**src/rtl/fdma_pkg.sv**
```systemverilog
// Package: shared constants and state encoding for the frame fetch DMA.
// Assumes 32-bit descriptor words; the length field and palette bit position
// are fixed by the descriptor format that software writes.
package fdma_pkg;

    typedef enum logic [2:0] {
        ST_IDLE,
        ST_DESC_REQ,
        ST_DESC_RX,
        ST_XFER_REQ,
        ST_XFER_RX,
        ST_ADVANCE
    } fdma_state_e;

    localparam int DESC_WORDS  = 4;
    localparam int CMD_LEN_W   = 24;
    localparam int CMD_PAL_BIT = 28;

    localparam logic [1:0] DW_LINK = 2'd0;
    localparam logic [1:0] DW_SRC  = 2'd1;
    localparam logic [1:0] DW_TAG  = 2'd2;

endpackage

```
**src/rtl/fdma_fifo.sv**
```systemverilog
// Module: pixel word FIFO between the fetch sequencer and the output stage.
// Assumes the writer never writes when full (the sequencer checks free space
// before each burst). Head word is visible combinationally.
module fdma_fifo #(
    parameter int DW    = 32,
    parameter int DEPTH = 32,
    localparam int PW   = $clog2(DEPTH),
    localparam int CW   = $clog2(DEPTH + 1)
) (
    input  logic          clk,
    input  logic          rst_n,
    input  logic          wr_i,
    input  logic [DW-1:0] wdata_i,
    input  logic          rd_i,
    output logic [DW-1:0] head_o,
    output logic          empty_o,
    output logic [CW-1:0] free_o
);

    logic [DW-1:0] store_q [DEPTH];
    logic [PW-1:0] wptr_q, rptr_q;
    logic [CW-1:0] used_q;

    // Storage write; contents need no reset.
    always_ff @(posedge clk) begin
        if (wr_i) store_q[wptr_q] <= wdata_i;
    end

    // Pointer and occupancy tracking.
    always_ff @(posedge clk) begin
        if (!rst_n) begin
            wptr_q <= '0;
            rptr_q <= '0;
            used_q <= '0;
        end else begin
            if (wr_i) wptr_q <= (wptr_q == PW'(DEPTH - 1)) ? '0 : wptr_q + PW'(1);
            if (rd_i) rptr_q <= (rptr_q == PW'(DEPTH - 1)) ? '0 : rptr_q + PW'(1);
            used_q <= used_q + CW'(wr_i) - CW'(rd_i);
        end
    end

    assign head_o  = store_q[rptr_q];
    assign empty_o = (used_q == '0);
    assign free_o  = CW'(DEPTH) - used_q;

    assert_no_overflow_R7: assert property (@(posedge clk) disable iff (!rst_n)
        wr_i |-> (free_o != '0));

    assert_no_empty_pop_R9: assert property (@(posedge clk) disable iff (!rst_n)
        rd_i |-> !empty_o);

endmodule

```
**src/rtl/fdma_outstage.sv**
```systemverilog
// Module: display-side output register with underrun protection.
// Pops one FIFO word per pull; on a pull from an empty FIFO it raises a
// sticky flag and either holds or zeroes the output word.
module fdma_outstage #(
    parameter int DW = 32
) (
    input  logic          clk,
    input  logic          rst_n,
    input  logic          pull_i,
    input  logic          protect_i,
    input  logic          clr_i,
    input  logic          fifo_empty_i,
    input  logic [DW-1:0] fifo_head_i,
    output logic          fifo_rd_o,
    output logic          pix_valid_o,
    output logic [DW-1:0] pix_data_o,
    output logic          underrun_o
);

    assign fifo_rd_o = pull_i && !fifo_empty_i;

    // Strobe marking a freshly popped word.
    always_ff @(posedge clk) begin
        if (!rst_n) pix_valid_o <= 1'b0;
        else        pix_valid_o <= fifo_rd_o;
    end

    // Output word: new data, zero on unprotected underrun, else hold.
    always_ff @(posedge clk) begin
        if (!rst_n)                      pix_data_o <= '0;
        else if (fifo_rd_o)              pix_data_o <= fifo_head_i;
        else if (pull_i && !protect_i)   pix_data_o <= '0;
    end

    // Sticky underrun flag; a new underrun beats a clear.
    always_ff @(posedge clk) begin
        if (!rst_n)                        underrun_o <= 1'b0;
        else if (pull_i && fifo_empty_i)   underrun_o <= 1'b1;
        else if (clr_i)                    underrun_o <= 1'b0;
    end

    assert_underrun_sets_R10: assert property (@(posedge clk) disable iff (!rst_n)
        (pull_i && fifo_empty_i) |=> underrun_o);

    assert_hold_on_empty_R10: assert property (@(posedge clk) disable iff (!rst_n)
        (pull_i && fifo_empty_i && protect_i) |=> ($stable(pix_data_o) && !pix_valid_o));

    assert_pop_gives_valid_R9: assert property (@(posedge clk) disable iff (!rst_n)
        (pull_i && !fifo_empty_i) |=> pix_valid_o);

endmodule

```
**src/rtl/fdma_seq.sv**
```systemverilog
// Module: descriptor walker and burst sequencer.
// Reads four-word descriptors, then moves the data in bursts of at most
// BURST words to the FIFO or the palette port. Assumes one outstanding
// request at a time and that responses arrive in order.
module fdma_seq
    import fdma_pkg::*;
#(
    parameter int AW         = 32,
    parameter int DW         = 32,
    parameter int BURST      = 16,
    parameter int FIFO_DEPTH = 32,
    parameter int PAL_AW     = 8,
    localparam int BLW       = $clog2(BURST + 1),
    localparam int CW        = $clog2(FIFO_DEPTH + 1)
) (
    input  logic              clk,
    input  logic              rst_n,
    input  logic              start_wr_i,
    input  logic [AW-1:0]     start_addr_i,
    output logic              mem_req_o,
    output logic [AW-1:0]     mem_addr_o,
    output logic [BLW-1:0]    mem_burst_o,
    input  logic              mem_gnt_i,
    input  logic              mem_rvalid_i,
    input  logic [DW-1:0]     mem_rdata_i,
    input  logic [CW-1:0]     fifo_free_i,
    output logic              fifo_wr_o,
    output logic [DW-1:0]     fifo_wdata_o,
    output logic              pal_we_o,
    output logic [PAL_AW-1:0] pal_addr_o,
    output logic [DW-1:0]     pal_wdata_o,
    output logic [DW-1:0]     frame_id_o
);

    fdma_state_e            state_q;
    logic [AW-1:0]          desc_addr_q, link_q, src_q, pend_addr_q;
    logic                   pend_v_q, pal_q;
    logic [CMD_LEN_W-1:0]   remain_q;
    logic [BLW-1:0]         wcnt_q, blen_q, next_blen;
    logic [PAL_AW-1:0]      pal_idx_q;
    logic                   room_ok, rx_data;

    function automatic logic [AW-1:0] word_align(input logic [AW-1:0] a);
        return {a[AW-1:2], 2'b00};
    endfunction

    // Length of the next data burst.
    assign next_blen = (remain_q > CMD_LEN_W'(BURST)) ? BLW'(BURST) : BLW'(remain_q);
    // Pixel bursts wait for FIFO room; palette bursts never do.
    assign room_ok   = pal_q || (int'(fifo_free_i) >= int'(next_blen));
    assign rx_data   = (state_q == ST_XFER_RX) && mem_rvalid_i;

    // Request port drive.
    always_comb begin
        mem_req_o   = (state_q == ST_DESC_REQ) || ((state_q == ST_XFER_REQ) && room_ok);
        mem_addr_o  = (state_q == ST_DESC_REQ) ? desc_addr_q : src_q;
        mem_burst_o = (state_q == ST_DESC_REQ) ? BLW'(DESC_WORDS) : next_blen;
    end

    assign fifo_wr_o    = rx_data && !pal_q;
    assign fifo_wdata_o = mem_rdata_i;
    assign pal_we_o     = rx_data && pal_q;
    assign pal_addr_o   = pal_idx_q;
    assign pal_wdata_o  = mem_rdata_i;
    assign frame_id_o   = frame_tag_q;

    logic [DW-1:0] frame_tag_q;

    // Main sequencer: descriptor parse, burst steps, chaining.
    always_ff @(posedge clk) begin
        if (!rst_n) begin
            state_q     <= ST_IDLE;
            desc_addr_q <= '0;
            link_q      <= '0;
            src_q       <= '0;
            pend_addr_q <= '0;
            pend_v_q    <= 1'b0;
            pal_q       <= 1'b0;
            remain_q    <= '0;
            wcnt_q      <= '0;
            blen_q      <= '0;
            pal_idx_q   <= '0;
            frame_tag_q <= '0;
        end else begin
            if (start_wr_i && (state_q != ST_IDLE) && (state_q != ST_ADVANCE)) begin
                pend_v_q    <= 1'b1;
                pend_addr_q <= word_align(start_addr_i);
            end
            case (state_q)
                ST_IDLE: begin
                    if (start_wr_i) begin
                        desc_addr_q <= word_align(start_addr_i);
                        state_q     <= ST_DESC_REQ;
                    end
                end
                ST_DESC_REQ: begin
                    if (mem_gnt_i) begin
                        wcnt_q  <= '0;
                        state_q <= ST_DESC_RX;
                    end
                end
                ST_DESC_RX: begin
                    if (mem_rvalid_i) begin
                        wcnt_q <= wcnt_q + BLW'(1);
                        case (wcnt_q[1:0])
                            DW_LINK: link_q      <= word_align(AW'(mem_rdata_i));
                            DW_SRC:  src_q       <= word_align(AW'(mem_rdata_i));
                            DW_TAG:  frame_tag_q <= mem_rdata_i;
                            default: begin
                                remain_q  <= mem_rdata_i[CMD_LEN_W-1:0];
                                pal_q     <= mem_rdata_i[CMD_PAL_BIT];
                                pal_idx_q <= '0;
                                state_q   <= (mem_rdata_i[CMD_LEN_W-1:0] == '0) ?
                                             ST_ADVANCE : ST_XFER_REQ;
                            end
                        endcase
                    end
                end
                ST_XFER_REQ: begin
                    if (mem_req_o && mem_gnt_i) begin
                        blen_q  <= next_blen;
                        wcnt_q  <= '0;
                        state_q <= ST_XFER_RX;
                    end
                end
                ST_XFER_RX: begin
                    if (mem_rvalid_i) begin
                        src_q    <= src_q + AW'(4);
                        remain_q <= remain_q - CMD_LEN_W'(1);
                        wcnt_q   <= wcnt_q + BLW'(1);
                        if (pal_q) pal_idx_q <= pal_idx_q + PAL_AW'(1);
                        if (wcnt_q == blen_q - BLW'(1))
                            state_q <= (remain_q == CMD_LEN_W'(1)) ? ST_ADVANCE : ST_XFER_REQ;
                    end
                end
                ST_ADVANCE: begin
                    if (start_wr_i)    desc_addr_q <= word_align(start_addr_i);
                    else if (pend_v_q) desc_addr_q <= pend_addr_q;
                    else               desc_addr_q <= link_q;
                    pend_v_q <= 1'b0;
                    state_q  <= ST_DESC_REQ;
                end
                default: state_q <= ST_IDLE;
            endcase
        end
    end

    assert_req_held_R13: assert property (@(posedge clk) disable iff (!rst_n)
        (mem_req_o && !mem_gnt_i) |=> (mem_req_o && $stable(mem_addr_o) && $stable(mem_burst_o)));

    assert_burst_range_R3: assert property (@(posedge clk) disable iff (!rst_n)
        mem_req_o |-> ((mem_burst_o != '0) && (int'(mem_burst_o) <= BURST)));

    assert_aligned_R1: assert property (@(posedge clk) disable iff (!rst_n)
        mem_req_o |-> (mem_addr_o[1:0] == 2'b00));

    assert_data_after_tag_R8: assert property (@(posedge clk) disable iff (!rst_n)
        (fifo_wr_o || pal_we_o) |=> $stable(frame_id_o));

endmodule

```
**src/rtl/frame_fetch_dma.sv**
```systemverilog
// Module: top of the descriptor-chained frame fetch DMA.
// Connects the sequencer, the pixel FIFO and the display output stage.
// Assumes a memory that accepts one request at a time and returns words in order.
module frame_fetch_dma #(
    parameter int AW         = 32,
    parameter int DW         = 32,
    parameter int BURST      = 16,
    parameter int FIFO_DEPTH = 32,
    parameter int PAL_AW     = 8,
    localparam int BLW       = $clog2(BURST + 1),
    localparam int CW        = $clog2(FIFO_DEPTH + 1)
) (
    input  logic              clk,
    input  logic              rst_n,
    input  logic              start_wr_i,
    input  logic [AW-1:0]     start_addr_i,
    output logic              mem_req_o,
    output logic [AW-1:0]     mem_addr_o,
    output logic [BLW-1:0]    mem_burst_o,
    input  logic              mem_gnt_i,
    input  logic              mem_rvalid_i,
    input  logic [DW-1:0]     mem_rdata_i,
    output logic              pal_we_o,
    output logic [PAL_AW-1:0] pal_addr_o,
    output logic [DW-1:0]     pal_wdata_o,
    input  logic              pix_ready_i,
    output logic              pix_valid_o,
    output logic [DW-1:0]     pix_data_o,
    input  logic              protect_i,
    input  logic              underrun_clr_i,
    output logic              underrun_o,
    output logic [DW-1:0]     frame_id_o
);

    logic          fifo_wr, fifo_rd, fifo_empty;
    logic [DW-1:0] fifo_wdata, fifo_head;
    logic [CW-1:0] fifo_free;

    fdma_seq #(
        .AW(AW), .DW(DW), .BURST(BURST), .FIFO_DEPTH(FIFO_DEPTH), .PAL_AW(PAL_AW)
    ) u_seq (
        .clk(clk), .rst_n(rst_n),
        .start_wr_i(start_wr_i), .start_addr_i(start_addr_i),
        .mem_req_o(mem_req_o), .mem_addr_o(mem_addr_o), .mem_burst_o(mem_burst_o),
        .mem_gnt_i(mem_gnt_i), .mem_rvalid_i(mem_rvalid_i), .mem_rdata_i(mem_rdata_i),
        .fifo_free_i(fifo_free), .fifo_wr_o(fifo_wr), .fifo_wdata_o(fifo_wdata),
        .pal_we_o(pal_we_o), .pal_addr_o(pal_addr_o), .pal_wdata_o(pal_wdata_o),
        .frame_id_o(frame_id_o)
    );

    fdma_fifo #(.DW(DW), .DEPTH(FIFO_DEPTH)) u_fifo (
        .clk(clk), .rst_n(rst_n),
        .wr_i(fifo_wr), .wdata_i(fifo_wdata), .rd_i(fifo_rd),
        .head_o(fifo_head), .empty_o(fifo_empty), .free_o(fifo_free)
    );

    fdma_outstage #(.DW(DW)) u_out (
        .clk(clk), .rst_n(rst_n),
        .pull_i(pix_ready_i), .protect_i(protect_i), .clr_i(underrun_clr_i),
        .fifo_empty_i(fifo_empty), .fifo_head_i(fifo_head), .fifo_rd_o(fifo_rd),
        .pix_valid_o(pix_valid_o), .pix_data_o(pix_data_o), .underrun_o(underrun_o)
    );

endmodule

```
**config.mk**
```make
export PLATFORM = sky130hd
export DESIGN_NAME = frame_fetch_dma
export DESIGN_NICKNAME = d
export VERILOG_FILES = /design/src/rtl/fdma_pkg.sv /design/src/rtl/fdma_fifo.sv /design/src/rtl/fdma_outstage.sv /design/src/rtl/fdma_seq.sv /design/src/rtl/frame_fetch_dma.sv
export SDC_FILE = /design/constraint.sdc
export NUM_CORES = 1
export LEC_CHECK = 0
export BUFFER_PORTS_ARGS = -buffer_cell sky130_fd_sc_hd__clkbuf_2
export CELL_PAD_IN_SITES_DETAIL_PLACEMENT = 0
export CELL_PAD_IN_SITES_GLOBAL_PLACEMENT = 1
export CORE_MARGIN = 5
export CORE_UTILIZATION = 52
export DETAILED_ROUTE_END_ITERATION = 8
export GPL_ROUTABILITY_DRIVEN = 0
export MAX_ROUTING_LAYER = met4
export PLACE_DENSITY = 0.79
export SLEW_MARGIN = 20
export SYNTH_ARGS = -nofsm -noshare
export SYNTH_HDL_FRONTEND = slang
export SYNTH_SLANG_ARGS = --single-unit
```
**constraint.sdc**
```tcl
create_clock -name clk -period 3.9 [get_ports clk]
set_input_delay 0.975 -clock clk [delete_from_list [all_inputs] [get_ports clk]]
set_output_delay 0.975 -clock clk [all_outputs]
set_load 0.005 [all_outputs]
```
==> reports/metrics.csv <==
metric,value,unit
status,"finished, violations left",
failing checks,negative setup slack,
Post-synth top cells,"edfxtp_1, nand2_1, mux4_2, dfxtp_1, a21oi_1",
Post-Synthesis Cell Area,0.0513,sq mm
number of synthesized register bits,1278,
share of cells above drive strength 1,27.1,%
Lkg Pwr,18.9,nW
Clock Power Share,37.4,%
worst endpoint required time,2.92,ns
Cells after Synth,3235,
Logic pwr share,14.5,%
die height,324,microns
Setup CP Type,reg -> out,
worst-margin pin slew,1.13,ns
minimum clock period,4.12,ns
total gr overflow,0,
Max IR drop VDD,0.388,mV
Clock Latency Late Sink,0.73,ns
final hold vios,0,
final slew viol count,0,
largest net degree at the start of global routing,84,
CP arrival,3.14,ns
Synth warnings,0,
CP endpoint kind,primary output,
ranking of synthesized cells by area,"edfxtp_1, mux4_2, dfxtp_1, nand2_1, a21oi_1",
Pwr Total,31.6,mW
Boundary Pins,217,
Iteration-0 DRC Markers,4140,
"EDFF count, synth",1024,
Reg power frac,48.1,%
Net Sw Power,7.90,mW
core area,0.0981,sq mm
Fmax,0.243,GHz
DR pass1 iterations,5,
Cells after DPL,4652,
residual DRC count,0,
chip width,324,microns
CTS Root Cell,clkbuf_16,
final WL,144,mm
Util after Layout,60.0,%
CP max FO,4,
port bufs,212,
final net count,3599,
Num CTS Buffers,121,
Slew headroom,24.7,%
initial antenna violation count,9,
CP startpoint kind,flip-flop,
Non-Filler Instances,4892,
H-tree depth,3,
Switching Fraction,25.0,%
Area Growth Syn to Fin,14.7,%
Int Pwr,23.7,mW
Clock Sinks,1278,
final cycle utilization of the critical path,106,%
Pwr per Cell Area,537,mW/mm^2
Setup Viol. Count Final,1,
hpwl dp,85.6,mm
DR WL/cell,29.4,microns
TritonCTS clock tree,built,
clk slew on worst S/H paths,0.06,ns
first-pass GRT wire length,210,mm
worst clock skew,0.0399,ns
share of the synthesized area in the top cell type,59.9,%
share of flip-flops with an asynchronous set or reset,0,%
library cells used by synthesis,71,
RSZ-0062 raised after global routing,yes,
row count,115,
routed vias,30920,
Routed Antenna Nets,0,
Synth area leader,edfxtp_1,
Hold Buf Count CTS,0,
GRT Total Usage,28.2,%
"Seq/Total Area, Yosys",69.8,%
Vias per Instance,6.32,
Hold Crit Class,reg -> reg,
final setup margin,-0.216,ns
syn avg cell area,15.9,sq um
main flop type after synthesis,edfxtp_1,
die area,0.105,sq mm
Clock Path Buffers,3,
max cap viols,0,
vias in the first global route,31292,
starting density of the core,52.3,%
dominant cell by count in the synthesized netlist,edfxtp_1,
-- worst max-delay path: stages (launching register included) --
cell and delay (ns):
dfxtp_2 0.32, or3_4 0.38, nor4_4 0.23, and4b_1 0.29
buf_6 0.16, nand2_4 0.07, ha_4 0.27, nand2_1 0.06
o21a_1 0.21, nand2b_4 0.14, a41oi_2 0.16, buf_2 0.17
-- stage by stage --
stage               hold WS, ns  instance area [sq um]  worst slack [ns]  setup TNS [ns]
global route              0.473                  58900            -0.332          -0.332
detailed placement        0.446                  54700             0.248               0
CTS                       0.453                  58900            -0.235          -0.235
floorplan                 0.436                  51300             0.576               0
global placement          0.441                  54700             0.182               0
finish                    0.449                  58900            -0.216          -0.216
-- cells by family after synthesis --
logic type	share of synthesized area, %
flops	69.8
fa+ha+maj	0.843
compound gates	5.65
xor+xnor	0.426
buf+inv	2.29
simple gates	6.27
other cells	0.00730
mux	14.7
-- final timing paths --
| kind | from | to | slack, ns | cells past startpoint |
|---|---|---|---|---|
| max | u_seq.remain_q[23] | mem_req_o | -0.22 | 11 |
| min | u_out.pix_data_o[14] | u_out.pix_data_o[14] | 0.45 | 2 |
| max reg2reg | u_seq.remain_q[23] | u_seq.wcnt_q[4] | 0.90 | 12 |
| min reg2reg | u_out.pix_data_o[14] | u_out.pix_data_o[14] | 0.45 | 2 |
-- timing repair --
action / 4_1_cts / 5_1_grt
pin swaps: 7 / 2
setup endpoints to repair: 1 / 1
setup buffers: 4 / 1
gates resized for setup: 21 / 2
-- power by group through the flow --
stage / registers [mW] / clock network, mW / logic (mW)
finish: 15.2 / 11.8 / 4.60
global route: 15.2 / 12.6 / 4.99
CTS: 15.2 / 12.0 / 4.61
detailed placement: 15.5 / 0 / 4.47
global placement: 15.5 / 0 / 4.40
floorplan: 15.3 / 0 / 3.16
-- sequential cells by signal, indices dropped and copies added, names as in the netlist, named ones only --
name,flops
u_seq.pal_q,1
u_seq.blen_q,5
u_seq.remain_q,24
u_fifo.used_q,6
u_seq.src_q,30
u_out.underrun_o,1
u_seq.pend_v_q,1
u_seq.link_q,30
u_seq.pal_addr_o,8
u_seq.state_q,3
u_seq.pend_addr_q,30
u_fifo.wptr_q,5
u_out.pix_valid_o,1
u_seq.wcnt_q,5
u_seq.frame_id_o,32
u_fifo.store_q,1024
u_fifo.rptr_q,5
u_out.pix_data_o,32
u_seq.desc_addr_q,30
-- layout make-up --
type	count	area (sq um)
Inverter	32	125
Clock inverter	64	638
Sequential cell	1278	35900
Multi-Input combinational cell	1696	14700
Fill cell	7146	39200
Tap cell	1287	1610
Timing Repair Buffer	364	2560
Clock buffer	168	3380
Antenna cell	3	7.51
-- layer usage --
metal	part of all wire, %	routed length, microns	vias to the layer above	GRT usage, %
li1	-	-	13033	-
met1	39	55400	15884	37.7
met2	49	71100	1728	45.6
met3	8.6	12400	275	4.11
met4	3.5	4980	0	9.11
met5	0	0	-	-
-- layout by cell type (no fill, tap or decap), drive strengths merged, types with 13 or more instances in the layout --
cell type,synthesis,layout
nor3,23,23
xnor2,14,14
clkbuf,144,379
o211ai,32,32
ha,33,33
nor4,13,13
inv,32,37
mux4,288,288
o21ai,101,101
nand4,14,14
nand3,28,28
a21oi,234,234
nor2,155,155
dfxtp,254,254
mux2i,37,37
o22ai,35,35
edfxtp,1024,1024
buf,86,153
a31oi,21,21
clkinv,0,44
nand2,442,442
mux2,62,62
Power figures use the tool's default switching activity.
